File: src/rtl/pwr_mode_pkg.sv
package pwr_mode_pkg;
  localparam int REG_W     = 8;
  localparam int B_IDLE    = 0;
  localparam int B_PD      = 1;
  localparam int B_SLOW    = 4;
  localparam int B_ARM_IDL = 5;
  localparam int B_ARM_PD  = 6;

  typedef enum logic [1:0] {
    PM_RUN   = 2'd0,
    PM_IDLE  = 2'd1,
    PM_PDOWN = 2'd2,
    PM_WAKE  = 2'd3
  } pm_state_t;
endpackage

File: src/rtl/pmc_ctrl_reg.sv
module pmc_ctrl_reg
  import pwr_mode_pkg::*;
(
  input  logic             clk,
  input  logic             rst_n,
  input  logic             wr_ok,
  input  logic [REG_W-1:0] wr_data,
  input  logic             clr_idle,
  input  logic             clr_pd,
  output logic             go_idle,
  output logic             go_pd,
  output logic             slow_en,
  output logic [REG_W-1:0] rd_data
);
  logic idle_q, pd_q, slow_q, arm_idle_q, arm_pd_q;
  logic unused_bits;

  assign unused_bits = ^{wr_data[7], wr_data[3:2]};

  assign go_pd   = wr_ok && wr_data[B_PD] && arm_pd_q;
  assign go_idle = wr_ok && wr_data[B_IDLE] && arm_idle_q && !go_pd;

  always_ff @(posedge clk or negedge rst_n) begin
    if (!rst_n) begin
      idle_q     <= 1'b0;
      pd_q       <= 1'b0;
      slow_q     <= 1'b0;
      arm_idle_q <= 1'b0;
      arm_pd_q   <= 1'b0;
    end else begin
      if (wr_ok) begin
        slow_q     <= wr_data[B_SLOW];
        arm_idle_q <= wr_data[B_ARM_IDL];
        arm_pd_q   <= wr_data[B_ARM_PD];
      end
      if (go_idle)       idle_q <= 1'b1;
      else if (clr_idle) idle_q <= 1'b0;
      if (go_pd)         pd_q <= 1'b1;
      else if (clr_pd)   pd_q <= 1'b0;
    end
  end

  assign slow_en = slow_q;

  always_comb begin
    rd_data            = '0;
    rd_data[B_IDLE]    = idle_q;
    rd_data[B_PD]      = pd_q;
    rd_data[B_SLOW]    = slow_q;
    rd_data[B_ARM_IDL] = arm_idle_q;
    rd_data[B_ARM_PD]  = arm_pd_q;
  end


  idle_armed_chk: assert property (@(posedge clk) disable iff (!rst_n)
    $rose(idle_q) |-> $past(arm_idle_q));

  one_mode_chk: assert property (@(posedge clk) disable iff (!rst_n)
    !(idle_q && pd_q));
endmodule

File: src/rtl/pmc_slow_div.sv
module pmc_slow_div #(
  parameter int DIV = 32
) (
  input  logic clk,
  input  logic rst_n,
  input  logic slow_en,
  input  logic hold,
  output logic tick
);
  localparam int CW = (DIV > 1) ? $clog2(DIV) : 1;
  localparam logic [CW-1:0] LAST = CW'(DIV - 1);

  logic [CW-1:0] cnt_q;

  always_ff @(posedge clk or negedge rst_n) begin
    if (!rst_n)                 cnt_q <= '0;
    else if (!slow_en || hold)  cnt_q <= '0;
    else if (cnt_q == LAST)     cnt_q <= '0;
    else                        cnt_q <= cnt_q + 1'b1;
  end

  assign tick = !slow_en || (cnt_q == LAST);


  slow_gap_chk: assert property (@(posedge clk) disable iff (!rst_n)
    (slow_en && tick && !hold) |=> (!tick || !slow_en));

  full_rate_chk: assert property (@(posedge clk) disable iff (!rst_n)
    !slow_en |-> tick);
endmodule

File: src/rtl/pmc_wake.sv
module pmc_wake #(
  parameter int STARTUP = 16
) (
  input  logic clk,
  input  logic rst_n,
  input  logic pin_a_n,
  input  logic pin_b_n,
  input  logic in_wake,
  output logic wake_req,
  output logic start_done
);
  localparam int SW = (STARTUP > 1) ? $clog2(STARTUP) : 1;
  localparam logic [SW-1:0] LAST = SW'(STARTUP - 1);

  logic [1:0]    sync_a, sync_b;
  logic [SW-1:0] cnt_q;

  always_ff @(posedge clk or negedge rst_n) begin
    if (!rst_n) begin
      sync_a <= 2'b11;
      sync_b <= 2'b11;
    end else begin
      sync_a <= {sync_a[0], pin_a_n};
      sync_b <= {sync_b[0], pin_b_n};
    end
  end

  assign wake_req = !sync_a[1] || !sync_b[1];

  always_ff @(posedge clk or negedge rst_n) begin
    if (!rst_n)        cnt_q <= '0;
    else if (!in_wake) cnt_q <= '0;
    else if (cnt_q != LAST) cnt_q <= cnt_q + 1'b1;
  end

  assign start_done = in_wake && (cnt_q == LAST);


  cnt_idle_chk: assert property (@(posedge clk) disable iff (!rst_n)
    !in_wake |=> (cnt_q == '0) || in_wake);
endmodule

File: src/rtl/pwr_mode_ctrl.sv
module pwr_mode_ctrl
  import pwr_mode_pkg::*;
#(
  parameter int DIV     = 32,
  parameter int STARTUP = 16
) (
  input  logic             clk,
  input  logic             rst_n,
  input  logic             wr_en,
  input  logic [REG_W-1:0] wr_data,
  output logic [REG_W-1:0] rd_data,
  input  logic             irq_req,
  input  logic             wake_a_n,
  input  logic             wake_b_n,
  output logic             osc_en,
  output logic             cpu_ce,
  output logic             per_ce
);
  pm_state_t state_q, state_d;
  logic wr_ok, go_idle, go_pd, slow_en, tick, wake_req, start_done;
  logic clr_idle, clr_pd;

  assign wr_ok    = wr_en && (state_q == PM_RUN);
  assign clr_idle = (state_q == PM_IDLE) && irq_req;
  assign clr_pd   = start_done;

  pmc_ctrl_reg u_reg (
    .clk(clk), .rst_n(rst_n), .wr_ok(wr_ok), .wr_data(wr_data),
    .clr_idle(clr_idle), .clr_pd(clr_pd), .go_idle(go_idle),
    .go_pd(go_pd), .slow_en(slow_en), .rd_data(rd_data)
  );

  pmc_slow_div #(.DIV(DIV)) u_div (
    .clk(clk), .rst_n(rst_n), .slow_en(slow_en),
    .hold(state_q == PM_PDOWN || state_q == PM_WAKE), .tick(tick)
  );

  pmc_wake #(.STARTUP(STARTUP)) u_wake (
    .clk(clk), .rst_n(rst_n), .pin_a_n(wake_a_n), .pin_b_n(wake_b_n),
    .in_wake(state_q == PM_WAKE), .wake_req(wake_req),
    .start_done(start_done)
  );

  always_comb begin
    state_d = state_q;
    unique case (state_q)
      PM_RUN:   if (go_pd) state_d = PM_PDOWN;
                else if (go_idle) state_d = PM_IDLE;
      PM_IDLE:  if (irq_req) state_d = PM_RUN;
      PM_PDOWN: if (wake_req) state_d = PM_WAKE;
      PM_WAKE:  if (start_done) state_d = PM_RUN;
      default:  state_d = PM_RUN;
    endcase
  end

  always_ff @(posedge clk or negedge rst_n) begin
    if (!rst_n) state_q <= PM_RUN;
    else        state_q <= state_d;
  end

  assign osc_en = (state_q != PM_PDOWN);
  assign cpu_ce = (state_q == PM_RUN) && tick;
  assign per_ce = (state_q == PM_RUN || state_q == PM_IDLE) && tick;


  cpu_under_per_chk: assert property (@(posedge clk) disable iff (!rst_n)
    cpu_ce |-> per_ce);

  pd_from_write_chk: assert property (@(posedge clk) disable iff (!rst_n)
    $rose(state_q == PM_PDOWN) |-> $past(wr_en));

  idle_bit_chk: assert property (@(posedge clk) disable iff (!rst_n)
    (state_q == PM_IDLE) |-> rd_data[B_IDLE]);

  wake_osc_chk: assert property (@(posedge clk) disable iff (!rst_n)
    (state_q == PM_WAKE) |-> (osc_en && !per_ce && rd_data[B_PD]));
endmodule

File: config.mk
export PLATFORM = sky130hd
export DESIGN_NAME = pwr_mode_ctrl
export DESIGN_NICKNAME = d
export VERILOG_FILES = /design/src/rtl/pwr_mode_pkg.sv /design/src/rtl/pmc_ctrl_reg.sv /design/src/rtl/pmc_slow_div.sv /design/src/rtl/pmc_wake.sv /design/src/rtl/pwr_mode_ctrl.sv
export SDC_FILE = /design/constraint.sdc
export NUM_CORES = 1
export LEC_CHECK = 0
export BUFFER_PORTS_ARGS = -buffer_cell sky130_fd_sc_hd__buf_2
export CAP_MARGIN = 20
export CORE_UTILIZATION = 54
export CTS_CLUSTER_SIZE = 8
export DETAILED_ROUTE_END_ITERATION = 10
export GPL_TIMING_DRIVEN = 0
export PLACE_DENSITY = 0.87
export SLEW_MARGIN = 15
export SYNTH_ARGS = -nofsm -noshare
export SYNTH_HDL_FRONTEND = slang
export SYNTH_HIERARCHICAL = 1
export SYNTH_SLANG_ARGS = --single-unit
File: constraint.sdc
create_clock -name clk -period 4.4 [get_ports clk]
set_clock_uncertainty 0.2 [all_clocks]
set_input_delay 1.32 -clock clk [delete_from_list [all_inputs] [get_ports clk]]
set_output_delay 1.32 -clock clk [all_outputs]
set_load 0.05 [all_outputs]
## After elaboration in Yosys (flattened, before gate mapping)

Index checks and enable logic that the tools add are counted.

| word-level totals | value |
|---|---|
| flip-flop bits (word level) | 20 |
| latch bits | 0 |
| memory bits (writable) | 0 |
| ROM bits | 0 |
| input bits | 14 |
| output and inout port bits | 11 |
| memories kept | 0 |

| operators by class | value |
|---|---|
| add/sub/neg operators | 2 |
| multiply operators | 0 |
| divide/modulo/power cells | 0 |
| order comparisons | 0 |
| equal/unequal tests | 12 |
| shift-type cells | 0 |
| muxes and demuxes | 14 |
| bitwise gates (word level) | 0 |
| reductions and logical operators | 23 |

Operators with widths:

| kind | number |
|---|---|
| logical AND 1 bit | 10 |
| two-way mux 2 bit | 5 |
| two-way mux 5 bit | 2 |
| two-way mux 4 bit | 2 |
| != test 2 bit, second input constant | 4 |
| case mux 2 bit (4 select lines) | 1 |
| adder 5 x 1 -> 5 bit, second input constant | 1 |
| == test 5 bit, second input constant | 1 |
| logical OR 1 bit | 5 |
| adder 4 x 1 -> 4 bit, second input constant | 1 |
| == test 2 bit, second input constant | 2 |
| == test 4 bit, second input constant | 1 |
| zero test 1 bit | 4 |
| two-way mux 1 bit | 4 |
| != test 4 bit, second input constant | 1 |
| AND reduction 4 bit | 1 |
| nonzero test 2 bit | 2 |
| != test 3 x 2 -> 1 bit, second input constant | 1 |
| == test 2 x 1 -> 1 bit, second input constant | 1 |
| zero test 2 bit | 1 |
| != test 2 x 1 -> 1 bit, second input constant | 1 |

## Depth between registers and ports, before layout

| depth | value |
|---|---|
| word-level depth | 9 |
| mapped depth | 6 |
| gate-level depth less buffers | 6 |

## Hierarchy

The synthesis kept the hierarchy.

By module, submodules not included:

| module | instances | cells an instance | area each (µm²) | seq. area each (µm²) |
|---|---|---|---|---|
| pmc_wake | 1 | 25 | 321.6 | 205.2 |
| pmc_ctrl_reg | 1 | 25 | 270.3 | 125.1 |
| pmc_slow_div | 1 | 18 | 236.5 | 125.1 |
| pwr_mode_ctrl | 1 | 17 | 150.1 | 50.0 |

## Least setup slack after synthesis

Ideal clock, no wire load.

| timing path | value |
|---|---|
| path type | register to output |
| from | register u_div.cnt_q[0] |
| to | output cpu_ce |
| data arrival time | 2525 ps |
| required time | 2880 ps |
| setup slack | 355 ps |
| stages on the path, launching flop included | 7 |
| buffers on the path | 0 |
| cell sequence | dfrtp_1 ha_1 and3_1 ha_1 nand2b_1 nor2b_1 nor2b_1 |

| between the ends | value |
|---|---|
| word-level cells in the longest chain between the ends | 3 |

RTL lines:

| element | RTL line | text |
|---|---|---|
| start, declared | pmc_slow_div.sv:13 | `logic [CW-1:0] cnt_q;` |
| start signal, assigned | pmc_slow_div.sv:19 | `else cnt_q <= cnt_q + 1'b1;` |
| == test 5 bit | pmc_slow_div.sv:22 | `assign tick = !slow_en \|\| (cnt_q == LAST);` |
| logical OR 1 bit | pmc_slow_div.sv:22 |  |
| via tick | pwr_mode_ctrl.sv:20 | `logic wr_ok, go_idle, go_pd, slow_en, tick, wake_req, start_done;` |
| logical AND 1 bit | pwr_mode_ctrl.sv:62 | `assign cpu_ce = (state_q == PM_RUN) && tick;` |
| end, declared | pwr_mode_ctrl.sv:16 | `output logic cpu_ce,` |

The timed path passes the listed nets, and every way through them passes these cells.

## Worst setup path after layout

Same ends and word-level chain as after synthesis.

==> metrics.txt <==
status=finished clean; DP Area=1110 um2; Worst Path Arrival=1.95 ns; P&R area growth vs syn=16.9%; ys flop type=dfrtp_1; Sink Count=20; ant diodes=0; CTS buffer count=3; Root Buffer Master=clkbuf_4; vias=653; sequential-to-total area share from yosys stat=51.7%; Overflow after GRT=0; via density per instance=4.87; Setup TNS Final=0 ns; Post-Syn Area=978 um2; Die W=44.6 um; Max Slew Vio Count=0; worst vdd ir=0.000335 V; Ports=25; leakage power=0.570 nW; GR Util All Layers=17.6%; drt drc=0; Startpoint Class=register; routed len/inst=10.9 um; Critical Path Fanout Max=3; Hold Crit Class=register to register; worst hold slack=0.162 ns; drt pass-1 iters=3; Starting DRT DRC Count=13; RSZ-0062 raised after global routing=no; number of flops mapped to enable cells by yosys=0; H-tree Lvls=1; fin util=67.0%; CP endpoint kind=primary output; layout cells sized above 1=39.4%; transition time of the tightest slew-check pin=0.653 ns; gpl congestion=0.764; flops & latches, synth=20; area of the multi-input gates=394 um2; Initial Util=57.3%; Max stage delay on crit path=0.41 ns; crit path cell chain=ha_1 > and3_1 > ha_1 > nand2b_1 > nor2b_1 > nor2b_1 > buf_2; min Tclk post-route=3.47 ns; achievable frequency=288 MHz; post-synth cell types=36; CTS tree=built; Core Box Area=1710 um2; drt total wl=1460 um; Rows=15; clk_lat worst skew=0.29 ns; most frequent cells in the layout=18 x buf_2, 16 x dfrtp_1, 8 x buf_4, 5 x nand2b_1; CP max-delay cell=dfrtp_1; largest net degree at the start of global routing=21; nets=127; internal reg-to-reg setup slack=2.21 ns; commonest non-fill, non-tap cell in the layout=buf_2; Die ar.=1990 um2; fraction of registers with async set/reset=100%; Syn Area/Cell=11.5 um2; post-route ant nets=0; initial antenna violation count=0; path type of the worst setup path=register to primary output; # setup viols final=0; fillers=132; Synth warnings=6; FF+latch area=505 um2; first-pass GRT wire length=2380 um; vias in the first global route=544; Cells after Synth=85; Crit path required time=2.88 ns; CTS resizes=0; CTS max path bufs=2; Reg clk slew, reported paths=0.11 ns; PwrDens=634 nW/um2; input/output buffers=18; max-cap viol count=0; Die H=44.6 um; period utilisation layout=78.8%; Slew HR=56.4%; post-CTS setup buffer count=0; CTS Hold Bufs=0; HPWL after DPL=1130 um; final instance area=1140 um2; endpoints failing hold=0
==> metrics by stage <==
step | total power, mW | std cells | worst slack [ns]
after floorplan | 0.561 | 87 | 0.355
after global placement | 0.616 | 130 | 1.27
after detailed placement | 0.629 | 130 | 1.26
after CTS | 0.731 | 134 | 0.920
after global routing | 0.773 | 134 | 0.801
final | 0.725 | 134 | 0.932
==> logic make-up after synthesis <==
group / share of synthesized area, %
buffers and inverters: 8.82
and+or+nand+nor: 21.4
adders and majority gates: 3.84
other: 0.383
xor gates and xnor gates: 0.895
DFF: 51.7
AOI/OAI and AO/OA: 6.39
muxes: 6.65
==> sequential cells by signal, summed over array words and instances (netlist names) <==
name / count
state_q: 2
u_div/cnt_q: 5
u_reg/arm_idle_q: 1
u_reg/arm_pd_q: 1
u_reg/idle_q: 1
u_reg/pd_q: 1
u_reg/slow_en: 1
u_wake/cnt_q: 4
u_wake/sync_a: 2
u_wake/sync_b: 2
==> layout make-up <==
| cell class | count | share of cell area, % |
|---|---|---|
| Multi-Input combinational cell | 54 | 34.5 |
| Tap cell | 25 | 2.74 |
| Sequential cell | 20 | 44.2 |
| Clock buffer | 4 | 3.17 |
| Timing Repair Buffer | 18 | 7.88 |
| Inverter | 3 | 0.985 |
| Buffer | 10 | 6.56 |
==> metal layers <==
metal	up-vias	track usage, %	part of all wire (%)
li1	330	-	-
met1	309	22.8	46
met2	12	26.8	50
met3	2	6.12	2.8
met4	0	7.27	0.82
met5	-	0	0
==> power by group <==
| part | internal [mW] | switching [mW] |
|---|---|---|
| Sequential | 0.237 | 0.0473 |
| Combinational | 0.136 | 0.201 |
| Clock | 0.0504 | 0.0530 |
==> worst max-delay path, delay by kind of cell, from the launching register on <==
kind | cells | cell delay (ns)
flip-flops | 1 | 0.41
adder cells (fa/ha/maj) | 2 | 0.42
AND/OR/NAND/NOR | 4 | 0.62
buffers and inverters | 1 | 0.21
==> path summary, 6_finish.rpt <==
path	cells after the start	start	endpoint
setup / recovery	7	u_div/cnt_q[0]$_DFF_PN0_	cpu_ce
hold / removal	0	u_wake/sync_a[0]$_DFF_PN1_	u_wake/sync_a[1]$_DFF_PN1_
setup reg to reg	6	state_q[1]$_DFFE_PN0P_	state_q[0]$_DFFE_PN0P_
hold reg to reg	0	u_wake/sync_a[0]$_DFF_PN1_	u_wake/sync_a[1]$_DFF_PN1_
max in group asynchronous	1	rst_n	u_wake/sync_b[0]$_DFF_PN1_
min in group asynchronous	1	rst_n	u_div/cnt_q[3]$_DFF_PN0_
==> synth_stat cells (3+ instances only) <==
| cell type | number | area share [%] |
|---|---|---|
| and2_1 | 3 | 1.9 |
| buf_4 | 8 | 6.1 |
| dfrtp_1 | 16 | 41 |
| dfstp_2 | 4 | 11 |
| ha_1 | 3 | 3.8 |
| inv_1 | 3 | 1.2 |
| mux2_2 | 3 | 3.5 |
| nand2_1 | 4 | 1.5 |
| nand2b_1 | 5 | 3.2 |
| nand3_1 | 3 | 1.5 |
No activity file was read; power rests on OpenSTA's default activity.
